$ cat src/rtl/fan_step_pkg.sv
package fan_step_pkg;
  // gap band limits and step sizes for one slew direction
  typedef struct packed {
    logic [7:0] lim1;
    logic [7:0] lim2;
    logic [7:0] lim3;
    logic [7:0] st1;
    logic [7:0] st2;
    logic [7:0] st3;
    logic [7:0] st4;
  } slew_cfg_t;

  localparam slew_cfg_t SLEW_DEF = '{lim1: 8'd6, lim2: 8'd12, lim3: 8'd22,
                                     st1: 8'd1, st2: 8'd2, st3: 8'd4, st4: 8'd6};

  function automatic int unsigned slew_step(slew_cfg_t c, int unsigned gap);
    if (gap <= 32'(c.lim1))      return 32'(c.st1);
    else if (gap <= 32'(c.lim2)) return 32'(c.st2);
    else if (gap <= 32'(c.lim3)) return 32'(c.st3);
    else                         return 32'(c.st4);
  endfunction
endpackage

$ cat src/rtl/fan_level_sel.sv
module fan_level_sel #(
  parameter int TEMP_W    = 8,
  parameter int N_TRIP    = 8,
  parameter int TRIP_BASE = 55,
  parameter int TRIP_GAP  = 5,
  parameter int HYST      = 3,
  parameter int STOP_T    = 50,
  parameter int FULL_T    = 95,
  parameter int LVL_W     = $clog2(N_TRIP + 2)
) (
  input  logic              clk_i,
  input  logic              rst_ni,
  input  logic              tick_i,
  input  logic [TEMP_W-1:0] temp_i,
  output logic [LVL_W-1:0]  level_o,
  output logic [LVL_W-1:0]  level_nxt_o
);
  localparam logic [LVL_W-1:0] LVL_FULL = LVL_W'(N_TRIP + 1);

  logic [N_TRIP-1:0] hit_up, hit_dn;
  logic [LVL_W-1:0]  n_up, n_dn, level_q;

  for (genvar k = 0; k < N_TRIP; k++) begin : g_trip
    localparam int TRIP = TRIP_BASE + TRIP_GAP * k;
    assign hit_up[k] = 32'(temp_i) >= TRIP;
    if (k == 0) begin : g_first
      // lowest level exits at the stop threshold, not by hysteresis
      assign hit_dn[k] = 32'(temp_i) >= STOP_T;
    end else begin : g_rest
      assign hit_dn[k] = 32'(temp_i) + HYST >= TRIP;
    end
  end

  always_comb begin
    n_up = '0;
    n_dn = '0;
    for (int k = 0; k < N_TRIP; k++) begin
      n_up = n_up + LVL_W'(hit_up[k]);
      n_dn = n_dn + LVL_W'(hit_dn[k]);
    end
    if (32'(temp_i) >= FULL_T)     level_nxt_o = LVL_FULL;
    else if (32'(temp_i) < STOP_T) level_nxt_o = '0;
    else if (n_up > level_q)       level_nxt_o = n_up;
    else if (n_dn < level_q)       level_nxt_o = n_dn;
    else                           level_nxt_o = level_q;
  end

  always_ff @(posedge clk_i or negedge rst_ni)
    if (!rst_ni)     level_q <= '0;
    else if (tick_i) level_q <= level_nxt_o;

  assign level_o = level_q;

  a_r4_full_entry: assert property (@(posedge clk_i) disable iff (!rst_ni)
    tick_i && 32'(temp_i) >= FULL_T |=> level_o == LVL_FULL);
  a_r6_stop: assert property (@(posedge clk_i) disable iff (!rst_ni)
    tick_i && 32'(temp_i) < STOP_T |=> level_o == '0);
  a_r2_level_hold: assert property (@(posedge clk_i) disable iff (!rst_ni)
    !tick_i |=> $stable(level_o));
endmodule

$ cat src/rtl/fan_slew.sv
module fan_slew
  import fan_step_pkg::*;
#(
  parameter int        DUTY_W = 8,
  parameter slew_cfg_t RISE   = SLEW_DEF,
  parameter slew_cfg_t FALL   = SLEW_DEF
) (
  input  logic              clk_i,
  input  logic              rst_ni,
  input  logic              tick_i,
  input  logic [DUTY_W-1:0] target_i,
  output logic [DUTY_W-1:0] duty_o
);
  logic [DUTY_W-1:0] duty_q, gap, step, duty_nxt;
  logic              rise;

  always_comb begin
    rise = target_i > duty_q;
    gap  = rise ? target_i - duty_q : duty_q - target_i;
    step = DUTY_W'(slew_step(rise ? RISE : FALL, 32'(gap)));
    if (step >= gap)  duty_nxt = target_i;
    else if (rise)    duty_nxt = duty_q + step;
    else              duty_nxt = duty_q - step;
  end

  always_ff @(posedge clk_i or negedge rst_ni)
    if (!rst_ni)     duty_q <= '0;
    else if (tick_i) duty_q <= duty_nxt;

  assign duty_o = duty_q;

  a_r7_rise_bound: assert property (@(posedge clk_i) disable iff (!rst_ni)
    tick_i && target_i >= duty_o |=> duty_o <= $past(target_i) && duty_o >= $past(duty_o));
  a_r8_fall_bound: assert property (@(posedge clk_i) disable iff (!rst_ni)
    tick_i && target_i <= duty_o |=> duty_o >= $past(target_i) && duty_o <= $past(duty_o));
  a_r7_max_step: assert property (@(posedge clk_i) disable iff (!rst_ni)
    tick_i |=> (32'(duty_o) + 6 >= 32'($past(duty_o))) && (32'(duty_o) <= 32'($past(duty_o)) + 6));
endmodule

$ cat src/rtl/fan_fail_mon.sv
module fan_fail_mon #(
  parameter int TEMP_W = 8,
  parameter int DUTY_W = 8,
  parameter int CNT_W  = 16,
  parameter int FAIL_T = 65
) (
  input  logic              clk_i,
  input  logic              rst_ni,
  input  logic              tick_i,
  input  logic [TEMP_W-1:0] temp_i,
  input  logic [DUTY_W-1:0] duty_i,
  input  logic              tach_ok_i,
  input  logic [CNT_W-1:0]  limit_i,
  output logic              fail_o
);
  logic [CNT_W-1:0] cnt_q;
  logic [CNT_W:0]   cnt_inc;
  logic             fault;

  assign fault   = 32'(temp_i) >= FAIL_T && duty_i != '0 && !tach_ok_i;
  assign cnt_inc = {1'b0, cnt_q} + 1'b1;

  always_ff @(posedge clk_i or negedge rst_ni)
    if (!rst_ni) begin
      cnt_q  <= '0;
      fail_o <= 1'b0;
    end else if (tick_i) begin
      if (fault) begin
        if (!(&cnt_q)) cnt_q <= cnt_q + 1'b1;
        fail_o <= cnt_inc >= {1'b0, limit_i};
      end else begin
        cnt_q  <= '0;
        fail_o <= 1'b0;
      end
    end

  a_r9_rise_cause: assert property (@(posedge clk_i) disable iff (!rst_ni)
    $rose(fail_o) |-> $past(tick_i && !tach_ok_i && duty_i != '0));
  a_r9_clear: assert property (@(posedge clk_i) disable iff (!rst_ni)
    tick_i && tach_ok_i |=> !fail_o);
endmodule

$ cat src/rtl/fan_step_ctrl.sv
module fan_step_ctrl
  import fan_step_pkg::*;
#(
  parameter int        TEMP_W    = 8,
  parameter int        DUTY_W    = 8,
  parameter int        N_TRIP    = 8,
  parameter int        TRIP_BASE = 55,
  parameter int        TRIP_GAP  = 5,
  parameter int        DUTY_BASE = 73,
  parameter int        DUTY_INC  = 22,
  parameter int        HYST      = 3,
  parameter int        STOP_T    = 50,
  parameter int        FULL_T    = 95,
  parameter int        FAIL_T    = 65,
  parameter int        CNT_W     = 16,
  parameter slew_cfg_t RISE      = SLEW_DEF,
  parameter slew_cfg_t FALL      = SLEW_DEF
) (
  input  logic              clk_i,
  input  logic              rst_ni,
  input  logic              tick_i,
  input  logic [TEMP_W-1:0] temp_i,
  input  logic              tach_ok_i,
  input  logic [CNT_W-1:0]  fail_ticks_i,
  output logic [DUTY_W-1:0] duty_o,
  output logic [DUTY_W-1:0] target_o,
  output logic              fan_fail_o
);
  localparam int LVL_W = $clog2(N_TRIP + 2);

  logic [LVL_W-1:0]  level, level_nxt;
  logic [DUTY_W-1:0] target_nxt;

  function automatic logic [DUTY_W-1:0] lvl_duty(logic [LVL_W-1:0] l);
    if (l == '0)                 return '0;
    else if (32'(l) > N_TRIP)    return '1;
    else                         return DUTY_W'(DUTY_BASE + DUTY_INC * (32'(l) - 1));
  endfunction

  fan_level_sel #(
    .TEMP_W(TEMP_W), .N_TRIP(N_TRIP), .TRIP_BASE(TRIP_BASE), .TRIP_GAP(TRIP_GAP),
    .HYST(HYST), .STOP_T(STOP_T), .FULL_T(FULL_T), .LVL_W(LVL_W)
  ) u_level (
    .clk_i, .rst_ni, .tick_i, .temp_i,
    .level_o(level), .level_nxt_o(level_nxt)
  );

  assign target_nxt = lvl_duty(level_nxt);
  assign target_o   = lvl_duty(level);

  fan_slew #(.DUTY_W(DUTY_W), .RISE(RISE), .FALL(FALL)) u_slew (
    .clk_i, .rst_ni, .tick_i, .target_i(target_nxt), .duty_o
  );

  fan_fail_mon #(.TEMP_W(TEMP_W), .DUTY_W(DUTY_W), .CNT_W(CNT_W), .FAIL_T(FAIL_T)) u_fail (
    .clk_i, .rst_ni, .tick_i, .temp_i, .duty_i(duty_o), .tach_ok_i,
    .limit_i(fail_ticks_i), .fail_o(fan_fail_o)
  );

  a_r8_no_overshoot_up: assert property (@(posedge clk_i) disable iff (!rst_ni)
    duty_o > $past(duty_o) |-> duty_o <= target_o);
  a_r8_no_overshoot_dn: assert property (@(posedge clk_i) disable iff (!rst_ni)
    duty_o < $past(duty_o) |-> duty_o >= target_o);
  a_r2_duty_hold: assert property (@(posedge clk_i) disable iff (!rst_ni)
    !tick_i |=> $stable(duty_o) && $stable(fan_fail_o));
endmodule

$ cat config.mk
export PLATFORM = sky130hd
export DESIGN_NAME = fan_step_ctrl
export DESIGN_NICKNAME = d
export VERILOG_FILES = /design/src/rtl/fan_step_pkg.sv /design/src/rtl/fan_level_sel.sv /design/src/rtl/fan_slew.sv /design/src/rtl/fan_fail_mon.sv /design/src/rtl/fan_step_ctrl.sv
export SDC_FILE = /design/constraint.sdc
export NUM_CORES = 1
export LEC_CHECK = 0
export ABC_AREA = 1
export BUFFER_PORTS_ARGS = -buffer_cell sky130_fd_sc_hd__buf_2
export CORE_MARGIN = 1
export CORE_UTILIZATION = 50
export CTS_CLUSTER_SIZE = 8
export DETAILED_ROUTE_END_ITERATION = 10
export GPL_TIMING_DRIVEN = 1
export PLACE_DENSITY_LB_ADDON = 0.1
export SYNTH_ARGS = -nofsm -noshare
export SYNTH_HDL_FRONTEND = slang
export SYNTH_SLANG_ARGS = --single-unit
$ cat constraint.sdc
create_clock -name clk_i -period 14.3 [get_ports clk_i]
set_input_delay 2.86 -clock clk_i [delete_from_list [all_inputs] [get_ports clk_i]]
set_output_delay 2.86 -clock clk_i [all_outputs]
set_load 0.01 [all_outputs]
==> flow_summary.yaml <==
placed_design:
  place_area_um2: 5610
  place_hpwl_um: 9780
  port_buffers: 44
  post-place-cells: 934
  gp_congestion: 0.874
sta:
  holdWs_ns: 0.515
  period_minus_slack_ns: 13.44
  hold_viol_final: 0
  setup_viol: 0
  slew_violations: 0
  max_freq_mhz: 74.4
  clock-skew-final_ns: 0.00418
  worstMarginPinSlew_ns: 0.724
  relSlewSlack_pct: 51.6
  fin_crit_sh_pct: 94.0
synth:
  async_flop_share_pct: 100
  synth_edf_count: 0
  syn_area_um2: 5310
  synth_nets: 889
  synth.yosys.seq_area_share_pct: 13.7
  synth_area_leaders: "ha_1, dfrtp_1, inv_1"
  synth.avg_cell_area_um2: 6.95
  synth_top_cell_by_area: "ha_1"
  synth_top_area_share_pct: 19.3
  netlist_instances: 764
  yosysUniqueCellTypes: 50
  yosys_warnings: 0
  synth_ff_type: "dfrtp_1"
  ys_ff_latch: 29
die:
  rows: 37
  die_w_um: 105
  start_util_pct: 51.4
  dieArea_um2: 11000
  ios: 45
  core_um2: 10300
  fp.dieH_um: 105
clocking:
  hold_buffers: 0
  cts_tree: "built"
  cts.path.max_buffers: 2
  cts.sink_count: 29
  clkSlewWorstSetupHoldPaths_ns: 0.06
  cts_made_buffers: 5
  htree_levels: 2
  clockRootBuffer: "clkbuf_8"
  clk_latency_ns: 0.28
min_path:
  hold_path_startpoint: "u_fail.fail_o$_DFFE_PN0P_"
  hp-class: "reg2reg"
layout:
  final_area_um2: 5880
  fin_nets: 939
  area_growth_pct: 10.7
  n_antenna_cell: 0
  fillers: 1005
  drive_above_1_share_pct: 16.0
  final_cells: 951
global_routing:
  grt_pass1_vias: 4738
  grt_overflow_total: 0
  grt_max_degree: 30
  antenna_found_initial: 0
  grt_pass1_wl_um: 20700
  grt_usage_pct: 22.6
critical_path:
  r2r_start: "u_level.level_o[3]$_DFFE_PN0P_"
  critPathCaptureType: "flip-flop"
  cp-start-kind: "primary input"
  critPathMaxStageDelay_ns: 0.55
  crit_family: "adder cells"
  cp-startpoint: "temp_i[1]"
  cp_slowest_cell: "fa_1"
  worst-path-buf-inv: 13
  criticalPathCategory: "in2reg"
  crit_top_cell: "nand2_1"
  cp_max_fo: 7
  arrival_ns: 13.61
  required_ns: 14.47
drt:
  drtPass1Iterations: 6
  drt_iter0_drc: 213
  vias: 4847
  viasPerCell: 5.10
  wirelength_um: 11800
  ant_nets: 0
  drcViolationCount: 0
  wl_per_cell_um: 12.5
flow_run:
  drv_cap: 0
run_status:
  outcome: "complete, no violations"
## cell usage after synthesis, types with 13 or more instances
master and count:
dfrtp_1 29, nand3_1 42, ha_1 82, xnor2_1 13
o21ai_0 32, fa_1 15, inv_1 171, nor2_1 45
nand2_1 134, a21oi_1 46, xor2_1 32
## layout by cell type (no fill, tap or decap), drive strengths merged, types with 2 or more instances in the layout
master,n
o221ai,2
nand4,7
nor3,9
nand2,146
o31ai,2
nor4,4
and2,2
xor2,32
nor2,52
fa,15
a31oi,7
buf,53
nand3,44
dfrtp,29
clkbuf,7
xnor2,13
o22ai,11
a21o,2
ha,82
clkinv,2
a22oi,2
a21oi,53
o21ai,45
o211ai,4
o21bai,2
inv,178
or2,2
nand3b,3
## repair_timing
item	in CTS	in global routing
hold endpoints to repair	0	0
setup endpoints to repair	0	8
buffers inserted	0	9
gates resized for setup	0	18
## worst paths after layout
kind / endpoint / slack (ns) / cells after the start
min in group asynchronous: u_slew.duty_o[2]$_DFFE_PN0P_ / 2.61 / 1
max in group asynchronous: u_slew.duty_o[5]$_DFFE_PN0P_ / 11.26 / 1
worst max register to register: u_slew.duty_o[7]$_DFFE_PN0P_ / 6.21 / 52
worst min-delay path: u_fail.fail_o$_DFFE_PN0P_ / 0.52 / 2
worst max-delay path: u_slew.duty_o[7]$_DFFE_PN0P_ / 0.86 / 72
worst min register to register: u_fail.fail_o$_DFFE_PN0P_ / 0.52 / 2
## layer usage
layer,global-route usage [%],up-vias,wire (um)
li1,-,2535,-
met1,29.9,2209,5640
met2,39.7,93,5660
met3,2.43,10,431
met4,4.73,0,110
met5,0,-,0
## state kept, by name, summed over array words and instances (netlist names)
name / flops
u_fail.fail_o: 1
u_fail.cnt_q: 16
u_slew.duty_o: 8
u_level.level_o: 4
## layout make-up
| type | count | area, um^2 | share of cell area, % |
|---|---|---|---|
| clock inverter | 1 | 5.00 | 0.0852 |
| clock buffer | 7 | 96.3 | 1.64 |
| tap | 136 | 170 | 2.90 |
| timing repair buffer | 53 | 288 | 4.90 |
| multi-input combinational | 545 | 3910 | 66.5 |
| sequential | 29 | 726 | 12.4 |
| inverter | 180 | 683 | 11.6 |
## kinds of logic (layout without fill, tap and decap cells)
kind of cell,Yosys count,after routing,synth area share (%)
AND/OR/NAND/NOR,269,269,23.5
buffers and inverters,190,241,14.4
AO/OA/AOI/OAI,134,134,16.0
adder cells (fa/ha/maj),97,97,25.0
XOR/XNOR,45,45,7.42
flip-flops,29,29,13.7
## worst reg2reg max path, delay by kind of cell (launching register included)
kind | cells | cell delay [ns]
xor+xnor | 2 | 0.30
compound gates | 11 | 1.71
fa+ha+maj | 8 | 2.65
flops | 1 | 0.42
buf+inv | 6 | 0.52
simple gates | 25 | 2.40
## stage by stage
stage               setup WS, ns  TNS, ns  utilization (%)
global placement           0.414        0             54.4
global route             -0.0770   -0.120             56.9
CTS                        0.234        0             55.4
floorplan                   1.46        0                -
finish                     0.855        0             56.9
detailed placement       -0.0507  -0.0507             54.4
Power is not shown: default switching activity piles up to over one toggle a cycle in this logic, so the estimate is an artifact.
